`src/rtl/flashctl_pkg.sv`:
```
package flashctl_pkg;
  localparam int DW     = 8;
  localparam int NCTRL  = 7;
  localparam int B_SWEN = 6;
  localparam int B_ESET = 5;
  localparam int B_PSET = 4;
  localparam int B_EVER = 3;
  localparam int B_PVER = 2;
  localparam int B_ERS  = 1;
  localparam int B_PRG  = 0;
endpackage

```
`src/rtl/flashctl_sync.sv`:
```
module flashctl_sync #(
  parameter int STAGES = 2
) (
  input  logic clk,
  input  logic rst,
  input  logic pin_n_i,
  output logic hw_en_o
);
  logic [STAGES-1:0] chain_q;

  always_ff @(posedge clk) begin
    if (rst) chain_q <= '1;
    else     chain_q <= {chain_q[STAGES-2:0], pin_n_i};
  end

  assign hw_en_o = ~chain_q[STAGES-1];

  generate
    if (STAGES == 2) begin : g_chk
      // an enable change reflects the pin two edges earlier
      p_sync_latency_r2: assert property (@(posedge clk) disable iff (rst)
        (hw_en_o != $past(hw_en_o)) |-> (hw_en_o == !$past(pin_n_i, 2)));
    end
  endgenerate
endmodule

```
`src/rtl/flashctl_ctrl.sv`:
```
module flashctl_ctrl
  import flashctl_pkg::*;
(
  input  logic             clk,
  input  logic             rst,
  input  logic             hw_en,
  input  logic             wr_en,
  input  logic [NCTRL-1:0] wdata,
  output logic [NCTRL-1:0] bits_q
);
  logic [NCTRL-1:0] permit;
  logic [NCTRL-1:0] cand;
  logic [NCTRL-1:0] nxt;

  always_comb begin
    permit         = '0;
    permit[B_SWEN] = 1'b1;
    permit[B_ESET] = bits_q[B_SWEN];
    permit[B_PSET] = bits_q[B_SWEN];
    permit[B_EVER] = bits_q[B_SWEN];
    permit[B_PVER] = bits_q[B_SWEN];
    permit[B_ERS]  = bits_q[B_SWEN] & bits_q[B_ESET];
    permit[B_PRG]  = bits_q[B_SWEN] & bits_q[B_PSET];

    cand = wr_en ? (wdata & (bits_q | permit)) : bits_q;
    if (!cand[B_SWEN]) cand[B_ESET:0] = '0;
    if (!cand[B_ESET]) cand[B_ERS]    = 1'b0;
    if (!cand[B_PSET]) cand[B_PRG]    = 1'b0;

    nxt = hw_en ? cand : '0;
  end

  always_ff @(posedge clk) begin
    if (rst) bits_q <= '0;
    else     bits_q <= nxt;
  end


  p_swen_needs_hw_r3: assert property (@(posedge clk) disable iff (rst)
    (bits_q[B_SWEN] && !$past(bits_q[B_SWEN])) |-> $past(hw_en));

  p_setup_needs_sw_r4: assert property (@(posedge clk) disable iff (rst)
    ((bits_q[B_ESET:B_PVER] & ~$past(bits_q[B_ESET:B_PVER])) != '0) |-> $past(bits_q[B_SWEN]));

  p_erase_chain_r5: assert property (@(posedge clk) disable iff (rst)
    (bits_q[B_ERS] && !$past(bits_q[B_ERS])) |-> $past(bits_q[B_SWEN] && bits_q[B_ESET]));
  p_prog_chain_r5: assert property (@(posedge clk) disable iff (rst)
    (bits_q[B_PRG] && !$past(bits_q[B_PRG])) |-> $past(bits_q[B_SWEN] && bits_q[B_PSET]));

  p_zero_accepted_r6: assert property (@(posedge clk) disable iff (rst)
    ($past(wr_en) && !$past(wdata[B_SWEN])) |-> !bits_q[B_SWEN]);

  p_swen_cascade_r7: assert property (@(posedge clk) disable iff (rst)
    (!bits_q[B_SWEN] && $past(bits_q[B_SWEN])) |-> (bits_q[B_ESET:0] == '0));

  p_hw_drop_r8: assert property (@(posedge clk) disable iff (rst)
    !$past(hw_en) |-> (bits_q == '0));
endmodule

```
`src/rtl/flashctl_blk.sv`:
```
module flashctl_blk #(
  parameter int W = 8
) (
  input  logic         clk,
  input  logic         rst,
  input  logic         hw_en,
  input  logic         sw_en,
  input  logic         wr_en,
  input  logic [W-1:0] wdata,
  output logic [W-1:0] q
);
  logic [W-1:0] nxt;

  always_comb begin
    if (!hw_en)     nxt = '0;
    else if (wr_en) nxt = wdata & (q | {W{sw_en}});
    else            nxt = q;
  end

  always_ff @(posedge clk) begin
    if (rst) q <= '0;
    else     q <= nxt;
  end


  p_blk_needs_sw_r9: assert property (@(posedge clk) disable iff (rst)
    ((q & ~$past(q)) != '0) |-> $past(sw_en));

  p_blk_hw_drop_r8: assert property (@(posedge clk) disable iff (rst)
    !$past(hw_en) |-> (q == '0));
endmodule

```
`src/rtl/flashctl_top.sv`:
```
module flashctl_top
  import flashctl_pkg::*;
#(
  parameter int              ADDR_W    = 2,
  parameter int              BLK_W     = 8,
  parameter int              NBLK      = 2,
  parameter int              SYNC_STG  = 2,
  parameter logic [ADDR_W-1:0] CTRL_ADDR = '0,
  parameter logic [ADDR_W-1:0] BLK_BASE  = ADDR_W'(1)
) (
  input  logic                  clk,
  input  logic                  rst,
  input  logic                  wp_n_i,
  input  logic [ADDR_W-1:0]     bus_addr,
  input  logic                  bus_we,
  input  logic [DW-1:0]         bus_wdata,
  output logic [DW-1:0]         bus_rdata,
  output logic                  erase_setup_o,
  output logic                  prog_setup_o,
  output logic                  erase_o,
  output logic                  prog_o,
  output logic                  erase_verify_o,
  output logic                  prog_verify_o,
  output logic [NBLK*BLK_W-1:0] blk_sel_o
);
  localparam int SEL_W = NBLK * BLK_W;

  logic             hw_en;
  logic [NCTRL-1:0] ctrl_bits;
  logic             ctrl_wr;
  logic [BLK_W-1:0] blk_q [NBLK];
  logic [DW-1:0]    rd_next;
  logic             sw_ok;

  initial begin
    assert (BLK_W <= DW);
  end

  flashctl_sync #(.STAGES(SYNC_STG)) u_sync (
    .clk     (clk),
    .rst     (rst),
    .pin_n_i (wp_n_i),
    .hw_en_o (hw_en)
  );

  assign ctrl_wr = bus_we && (bus_addr == CTRL_ADDR);

  flashctl_ctrl u_ctrl (
    .clk    (clk),
    .rst    (rst),
    .hw_en  (hw_en),
    .wr_en  (ctrl_wr),
    .wdata  (bus_wdata[NCTRL-1:0]),
    .bits_q (ctrl_bits)
  );

  generate
    for (genvar g = 0; g < NBLK; g++) begin : g_blk
      localparam logic [ADDR_W-1:0] MY_ADDR = BLK_BASE + ADDR_W'(g);
      logic blk_wr;
      assign blk_wr = bus_we && (bus_addr == MY_ADDR);
      flashctl_blk #(.W(BLK_W)) u_blk (
        .clk   (clk),
        .rst   (rst),
        .hw_en (hw_en),
        .sw_en (ctrl_bits[B_SWEN]),
        .wr_en (blk_wr),
        .wdata (bus_wdata[BLK_W-1:0]),
        .q     (blk_q[g])
      );
      assign blk_sel_o[g*BLK_W +: BLK_W] = blk_q[g];
    end
  endgenerate

  assign sw_ok          = hw_en & ctrl_bits[B_SWEN];
  assign erase_setup_o  = sw_ok & ctrl_bits[B_ESET];
  assign prog_setup_o   = sw_ok & ctrl_bits[B_PSET];
  assign erase_verify_o = sw_ok & ctrl_bits[B_EVER];
  assign prog_verify_o  = sw_ok & ctrl_bits[B_PVER];
  assign erase_o        = sw_ok & ctrl_bits[B_ESET] & ctrl_bits[B_ERS];
  assign prog_o         = sw_ok & ctrl_bits[B_PSET] & ctrl_bits[B_PRG];

  always_comb begin
    rd_next = '0;
    if (bus_addr == CTRL_ADDR) rd_next = {hw_en, ctrl_bits};
    for (int i = 0; i < NBLK; i++) begin
      if (bus_addr == BLK_BASE + ADDR_W'(i)) rd_next[BLK_W-1:0] = blk_q[i];
    end
  end

  always_ff @(posedge clk) begin
    if (rst) bus_rdata <= '0;
    else     bus_rdata <= rd_next;
  end


  p_erase_decode_r10: assert property (@(posedge clk) disable iff (rst)
    erase_o |-> $past(ctrl_bits[B_ESET]));
  p_prog_decode_r10: assert property (@(posedge clk) disable iff (rst)
    prog_o |-> $past(ctrl_bits[B_PSET]));

  p_read_latency_r11: assert property (@(posedge clk) disable iff (rst)
    ($past(bus_addr) == CTRL_ADDR) |-> (bus_rdata[DW-1] == $past(hw_en)));

  p_sel_width_r1: assert property (@(posedge clk) disable iff (rst)
    $past(rst) |-> (blk_sel_o == SEL_W'(0)));
endmodule

```
`config.mk`:
```
export PLATFORM = sky130hd
export DESIGN_NAME = flashctl_top
export DESIGN_NICKNAME = d
export VERILOG_FILES = /design/src/rtl/flashctl_pkg.sv /design/src/rtl/flashctl_sync.sv /design/src/rtl/flashctl_ctrl.sv /design/src/rtl/flashctl_blk.sv /design/src/rtl/flashctl_top.sv
export SDC_FILE = /design/constraint.sdc
export NUM_CORES = 1
export LEC_CHECK = 0
export ABC_AREA = 1
export BUFFER_PORTS_ARGS = -buffer_cell sky130_fd_sc_hd__buf_2
export CAP_MARGIN = 10
export CORE_ASPECT_RATIO = 0.9
export CORE_MARGIN = 3
export CORE_UTILIZATION = 40
export DETAILED_ROUTE_END_ITERATION = 8
export GPL_TIMING_DRIVEN = 0
export RECOVER_POWER = 25
export SYNTH_ARGS = -nofsm -noshare
export SYNTH_HDL_FRONTEND = slang
export SYNTH_SLANG_ARGS = --single-unit
```
`constraint.sdc`:
```
create_clock -name clk -period 1.1 [get_ports clk]
set_input_delay 0.165 -clock clk [delete_from_list [all_inputs] [get_ports clk]]
set_output_delay 0.165 -clock clk [all_outputs]
set_load 0.01 [all_outputs]
```
### Yosys cells after proc, flatten, opt, wreduce, memory -nomap -nowiden

Index checks and enable logic that the tools add are counted.

| word-level totals | value |
|---|---|
| bits in registers | 33 |
| output and inout port bits | 30 |

| operators by class | value |
|---|---|
| reductions and logical operators | 8 |
| equal/unequal tests | 2 |
| muxes and demuxes | 5 |
| bitwise gates (word level) | 19 |

Operators with widths:

| cell | number |
|---|---|
| $mux W8 | 3 |
| $and A8 B8 Y8 | 2 |
| $or A8 B8 Y8 | 2 |
| $and A1 B1 Y1 | 9 |
| $reduce_or A4 Y1 | 2 |
| $and A7 B7 Y7 | 1 |
| $mux W7 | 1 |
| $or A7 B7 Y7 | 1 |
| $mux W6 | 1 |
| $not A1 Y1 | 4 |
| $logic_and A1 B1 Y1 | 3 |
| $reduce_or A3 Y1 | 1 |
| $eq A2 B1 Y1 const B | 1 |
| $eq A2 B2 Y1 const B | 1 |
| $logic_not A2 Y1 | 1 |
| $reduce_or A2 Y1 | 1 |

### Logic depth before layout (Yosys ltp)

Gate-level depths: netlist of the first run.

| depth | value |
|---|---|
| word-level depth | 7 |
| gate-level depth with buffers | 7 |

### Hierarchy

Synthesis of the first run repeated with hierarchy kept, for this count alone.

| unflattened totals | value |
|---|---|
| cells, all modules | 235 |
| area total of the unflattened synthesis | 1570.3 sq um |

By module, submodules not included:

| module | cells each | area each (sq um) | instances |
|---|---|---|---|
| flashctl_blk | 53 | 367.9 | 2 |
| flashctl_top | 77 | 470.5 | 1 |
| flashctl_ctrl | 44 | 301.5 | 1 |
| flashctl_sync | 8 | 62.6 | 1 |

### Worst setup path before layout of the first run

OpenSTA, ideal clock, no wires.

| timing path | value |
|---|---|
| kind | register to output |
| start | register u_ctrl.bits_q[6] |
| end | output port erase_o |
| required time | 0.935 ns |
| setup slack | 0.042 ns |
| arrival | 0.893 ns |
| buffers on the path | 1 |
| cell stages (with the launch flop) | 4 |
| cell sequence | dfxtp_1 > buf_2 > nand2_1 > nor3_1 |

| on the way | value |
|---|---|
| longest elaborated chain between the ends | 3 |

RTL lines:

| item | line | source |
|---|---|---|
| start: declaration | flashctl_ctrl.sv:9 | `output logic [NCTRL-1:0] bits_q` |
| start signal: assignment | flashctl_ctrl.sv:35 | `else bits_q <= nxt;` |
| $and A1 B1 Y1 | flashctl_top.sv:75 | `assign sw_ok = hw_en & ctrl_bits[B_SWEN];` |
| $and A1 B1 Y1 (2 in a row) | flashctl_top.sv:80 | `assign erase_o = sw_ok & ctrl_bits[B_ESET] & ctrl_bits[B_ERS];` |
| end: declaration | flashctl_top.sv:20 | `output logic erase_o,` |

Every way passes these cells.

### Final worst setup path of the first run

| timing path | value |
|---|---|
| start | register u_ctrl.bits_q[5] |
| end | output port erase_o |

| on the way | value |
|---|---|
| longest elaborated chain between the ends | 2 |

RTL lines:

| item | line |
|---|---|
| $and A1 B1 Y1 (2 in a row) | flashctl_top.sv:80 |

Every way passes these cells.

==> metrics.txt, run 1 <==
status=finished, violations left; violated checks=negative setup slack; Hold Vio Cnt, Final=0; share of cells above drive strength 1=39.6%; GRT Residual Overflow=0; Cells after Synth=204; worst-margin pin slew=0.371 ns; nets@finish=274; GR Layer Usage met3=4.82%; Worst EP arrival=1.02 ns; Initial Utilization=42.2%; Die Ht=62.9 um; fin area=2030 um2; cells along the critical path=inv_1 -> nor3_4 -> buf_2; register area share after synthesis=46.0%; Worst Path Max Fanout=5; syn avg cell area=7.05 um2; 1st-iter DRT viols=54; Final Cycle Share=108%; skew final=0.00372 ns; pre-CTS WS=-0.326 ns; Syn Nets=218; vias per cell=4.69; root buffer cell=clkbuf_8; Netlist cell types=19; H-tree depth=2; cts bufs inserted=5; crit start category=flop; setup ws final=-0.0858 ns; met1 Resource Use GR=24.1%; flops & latches, synth=33; Clock Power Share=39.9%; Ys Warns=0; combinational fraction of design power=7.5%; Sw Pwr=0.000527 W; Power Dens Cells=1120 nW/um2; number of I/O pins=44; first-pass GRT wire length=6270 um; met2 Track Usage GR=28.2%; row count=20; P_int=0.00174 W; DRC violations left=0; Max VDD drop=0.000729 V; CTS tree=done; leakage=0.928 nW; DR pass1 iterations=4; Slew HR=75.2%; Wirelength per Cell=12.8 um; initial antenna violation count=0; mapped cell area=1440 um2; final setup fails=11; final count of pins violating max slew=0; maxcap violations=0; required time worst endpoint=0.94 ns; largest net degree at the start of global routing=11; slowest cell delay on critical path=0.37 ns; Antenna Nets Post-Route=0; Worst Setup End Kind=output port; minimum clock period=1.19 ns; layout overhead on the synthesized area=41.4%; Post-CTS Hold Buffers=0; setup tns final=-0.519 ns; final wirelength=3880 um; clock-pin transition on the worst setup and hold timing paths=0.06 ns; Switching Fraction=23.2%; Slowest cell on crit path=dfxtp_4; GR peak layer=met2; CTS Buffer Depth=2; Post-DP Area=1700 um2; Layout fillers=364; vias in the first global route=1311; via count=1427; I/O Buffers=42; number of diodes=0; total power=0.00227 W; Flop pwr share=52.6%; Num Clock Sinks=33; core area=3400 um2; Die ar.=4350 um2; unrepaired setup endpoints after global routing=true; CP top delay family=flip-flops; Buf/Inv on CP=2; Worst Hold Class=in2reg; overall die width=69.2 um; total track usage=18.2%; fmax=0.843 GHz; Crit Path Category=reg2out; clk_lat worst skew=0.28 ns; RD Place Congestion=0.805; Final HPWL DP=2530 um
-- repair_timing --
item / in CTS / in global routing
resized for setup: 20 / 44
setup buffers: 5 / 2
gates cloned: 0 / 1
pin swaps: 4 / 2
setup endpoints to repair: 20 / 23
-- stage by stage --
| step | instances | hold WS (ns) | util (%) |
|---|---|---|---|
| 2_1_floorplan | 204 | 0.269 | - |
| 3_3_place_gp | 290 | 0.346 | 50.0 |
| 3_5_place_dp | 290 | 0.351 | 50.0 |
| 4_1_cts | 302 | 0.0595 | 55.7 |
| 5_1_grt | 304 | 0.0690 | 59.7 |
| 6_report | 304 | 0.0638 | 59.7 |
-- flip-flops by register name (all words and copies together), names as in the netlist --
signal,cells
g_blk.u_blk.q,16
bus_rdata,8
u_ctrl.bits_q,7
u_sync.chain_q,2
-- layout by cell type, fill, tap and decap left out, types with 3 or more instances in the layout --
master,synthesis,routed
dfxtp_2,0,3
inv_1,40,39
a21oi_2,0,9
o21ai_0,18,5
nor2_1,18,16
nand2_1,45,44
nand3_1,11,10
dfxtp_1,33,27
a21oi_1,20,11
nor2_4,3,4
buf_2,2,41
clkbuf_8,0,6
nor2_2,2,3
o21ai_2,0,10
dfxtp_4,0,3
buf_4,1,6
clkbuf_1,1,3
-- routing by layer --
metal  part of all wire, %  wire length [um]
met3                   5.9               230
met4                  0.34                13
met5                     0                 0
met2                    48              1880
met1                    45              1750
-- logic make-up after synthesis --
kind of cell           Yosys count  share of synthesized area, %
AND/OR/NAND/NOR                 88                          28.6
AO/OA/AOI/OAI                   38                          13.2
flip-flops                      33                          46.0
buffers and inverters           45                          12.2
-- Yosys cell counts --
master,n,area [um2]
nand3_4,1,17.5
a21oi_1,20,100
nor2_4,3,33.8
nor2_2,2,12.5
nand2_2,2,12.5
nand2_4,1,11.3
clkbuf_1,1,3.75
or2_2,2,12.5
inv_1,40,150
inv_2,1,3.75
buf_2,2,10.0
dfxtp_1,33,661
nand3_1,11,55.1
nand3_2,1,10.0
o21ai_0,18,90.1
nor2_1,18,67.6
nand2_1,45,169
nor3_1,2,10.0
buf_4,1,7.51
-- final cells by class --
cell class / count / area [um2] / area share [%]
Buffer: 3 / 27.5 / 1.35
Clock buffer: 7 / 86.3 / 4.25
Inverter: 41 / 156 / 7.69
Multi-Input combinational cell: 126 / 739 / 36.4
Sequential cell: 33 / 676 / 33.2
Tap cell: 44 / 55.1 / 2.71
Timing Repair Buffer: 50 / 293 / 14.4
-- final timing paths --
path,cells after the start,slack [ns],endpoint,from
worst max-delay path,3,-0.09,erase_o,u_ctrl.bits_q[5]
worst min-delay path,2,0.06,u_sync.chain_q[0],wp_n_i
worst max register to register,6,-0.05,u_ctrl.bits_q[1],u_sync.chain_q[1]
worst min register to register,1,0.41,u_sync.chain_q[1],u_sync.chain_q[0]
-- power by group through the flow --
| stage | Sequential, W | Clock (W) | Combinational [W] |
|---|---|---|---|
| floorplan | 0.00123 | 0 | 0.0000695 |
| global placement | 0.00123 | 0 | 0.000130 |
| detailed placement | 0.00123 | 0 | 0.000130 |
| CTS | 0.00120 | 0.000927 | 0.000145 |
| global route | 0.00119 | 0.00100 | 0.000186 |
| finish | 0.00119 | 0.000906 | 0.000170 |
Power figures use the tool's default switching activity.
==> run 2: changes to the inputs <==
==> constraint.sdc (replaced) <==
create_clock -name clk -period 1.3 [get_ports clk]
set_input_delay 0.195 -clock clk [delete_from_list [all_inputs] [get_ports clk]]
set_output_delay 0.195 -clock clk [all_outputs]
set_load 0.01 [all_outputs]
==> run 2 against run 1 <==
Net effect: clock skew barely moved; critical path type unchanged; sequential power down 14%; sequential cell count unchanged; largest power group unchanged; via count decreased by 5.0%; global-route usage shrank 0.44 points; the flow now finishes without violations; non-clock buffer count decreased by 6; first-iteration DRC count up 44%; critical path depth rose by 1.
==> metrics.txt, run 2 (synthesized netlist as in run 1, its figures left out) <==
status=finished, final reports clean (was finished, violations left); first-pass GRT wire length=6140 um (was 6270 um); DRC violations left=0 (unchanged); setup ws final=0.0737 ns (was -0.0858 ns); largest net degree at the start of global routing=11 (unchanged); H-tree depth=2 (unchanged); Num Clock Sinks=33 (unchanged); minimum clock period=1.23 ns; Max VDD drop=0.000590 V (was 0.000729 V); I/O Buffers=42 (unchanged); RD Place Congestion=0.805 (unchanged); final count of pins violating max slew=0 (unchanged); fmax=0.815 GHz; Worst Setup End Kind=output port (unchanged); Wirelength per Cell=12.1 um (was 12.8 um); DR pass1 iterations=4 (unchanged); nets@finish=268 (was 274); Final Cycle Share=94.3%; CTS tree=done (unchanged); Layout fillers=402 (was 364); clock-pin transition on the worst setup and hold timing paths=0.06 ns (about the same); fin area=1820 um2 (was 2030 um2); core area=3400 um2 (unchanged); setup tns final=0 ns (was -0.519 ns); pre-CTS WS=-0.127 ns (was -0.326 ns); Antenna Nets Post-Route=0 (unchanged); CTS Buffer Depth=2 (unchanged); Worst Path Max Fanout=6 (was 5); Die ar.=4350 um2 (unchanged); leakage=0.851 nW (was 0.928 nW); total power=0.00189 W (was 0.00227 W); Initial Utilization=42.2% (unchanged); Die Ht=62.9 um (unchanged); cells along the critical path=buf_6 -> nand2_4 -> nor2_1 -> buf_2 (was inv_1 -> nor3_4 -> buf_2); maxcap violations=0 (unchanged); overall die width=69.2 um (unchanged); Most flops, register=g_blk.u_blk.q (unchanged); unrepaired setup endpoints after global routing=false (was true); Register Area=664 um2 (was 676 um2); layout overhead on the synthesized area=26.4% (was 41.4%); Final HPWL DP=2530 um (unchanged); number of diodes=0 (unchanged); biggest regs=g_blk.u_blk.q (16), bus_rdata (8), u_ctrl.bits_q (7) (unchanged); final setup fails=0 (was 11); Worst Hold Class=in2reg (unchanged); initial antenna violation count=0 (unchanged); most common cell after layout, fill and taps aside=nand2_1 (unchanged); clk_lat worst skew=0.28 ns (about the same); skew final=0.00348 ns (was 0.00372 ns); share of cells above drive strength 1=26.0% (was 39.6%); Post-DP Area=1700 um2 (unchanged); worst-margin pin slew=0.641 ns (was 0.371 ns); Crit Path Category=reg2out (unchanged); Slew HR=57.2% (was 75.2%); Hold Vio Cnt, Final=0 (unchanged); vias in the first global route=1280 (was 1311); total track usage=17.8% (was 18.2%); row count=20 (unchanged); area of the multi-input gates=619 um2 (was 739 um2); root buffer cell=clkbuf_8 (unchanged); cts bufs inserted=5 (unchanged); max reg flops=16 (unchanged); required time worst endpoint=1.11 ns (was 0.94 ns); Worst EP arrival=1.03 ns (was 1.02 ns); vias per cell=4.55 (was 4.69); Power Dens Cells=1040 nW/um2 (was 1120 nW/um2); slowest cell delay on critical path=0.32 ns (was 0.37 ns); via count=1356 (was 1427); Post-CTS Hold Buffers=0 (unchanged); number of I/O pins=44 (unchanged); Layout Utilization=53.4% (was 59.7%); Slowest cell on crit path=dfxtp_1 (was dfxtp_4); final wirelength=3620 um (was 3880 um); 1st-iter DRT viols=78 (was 54); crit start category=flop (unchanged); most frequent cells in the layout=44 x nand2_1, 39 x inv_1, 36 x buf_2 (was 44 x nand2_1, 41 x buf_2, 39 x inv_1); GRT Residual Overflow=0 (unchanged)
==> run 2: cell types whose count changed in the layout (fill, tap and decap cells not counted), moves of 2 or more <==
| cell | change |
|---|---|
| o21ai_0 | +13 |
| o21ai_2 | -10 |
| a21oi_1 | +9 |
| a21oi_2 | -9 |
| buf_2 | -5 |
| clkbuf_1 | +5 |
| buf_4 | -4 |
| dfxtp_1 | +3 |
| dfxtp_4 | -3 |
| nor2_1 | +2 |
| o21ai_1 | -2 |
==> run 2: metal layers <==
| layer | track usage [%] | part of all wire, % |
|---|---|---|
| met2 | 28.3 | 47 |
| met3 | 5.31 | 5.0 |
| met1 | 22.6 | 47 |
| met5 | 0 | 0 |
| met4 | 6.83 | 0.75 |
==> run 2: repair_timing <==
item,CTS,global route
endpoints found under the setup margin,16,16
resized for setup,5,7
buffers inserted,1,0
==> run 2: area by class of cell <==
cell class / count / share of cell area (%)
sequential: 33 / 36.6
multi-input combinational: 126 / 34.1
timing repair buffer: 43 / 11.5
inverter: 41 / 8.47
clock buffer: 7 / 4.75
tap: 44 / 3.03
buffer: 4 / 1.58
==> run 2: path summary, 6_finish.rpt <==
check	from	end	slack (ns)	cells past startpoint
worst max-delay path	u_ctrl.bits_q[6]	prog_verify_o	0.07	4
worst min-delay path	wp_n_i	u_sync.chain_q[0]	0.09	2
worst max register to register	u_sync.chain_q[1]	g_blk[0].u_blk.q[7]	0.15	4
worst min register to register	u_sync.chain_q[0]	u_sync.chain_q[1]	0.41	1
==> run 2: report_power, final <==
part | internal, W | switching, W | total, W
clock network | 0.000419 | 0.000345 | 0.000764
registers | 0.00101 | 0.00000192 | 0.00102
logic | 0.0000337 | 0.0000768 | 0.000110
total | 0.00147 | 0.000423 | 0.00189
==> run 2: through the flow <==
| step | std cells | hold WS, ns |
|---|---|---|
| final | 298 | 0.0938 |
| after global routing | 298 | 0.0990 |
| after CTS | 298 | 0.0895 |
| after detailed placement | 290 | 0.381 |
| after global placement | 290 | 0.376 |
| after floorplan | 204 | 0.299 |
==> run 2: critical path, delay by kind of cell (launching register included) <==
kind / cells / cell delay, ns
buffers and inverters: 2 / 0.24
DFF: 1 / 0.32
and+or+nand+nor: 2 / 0.19
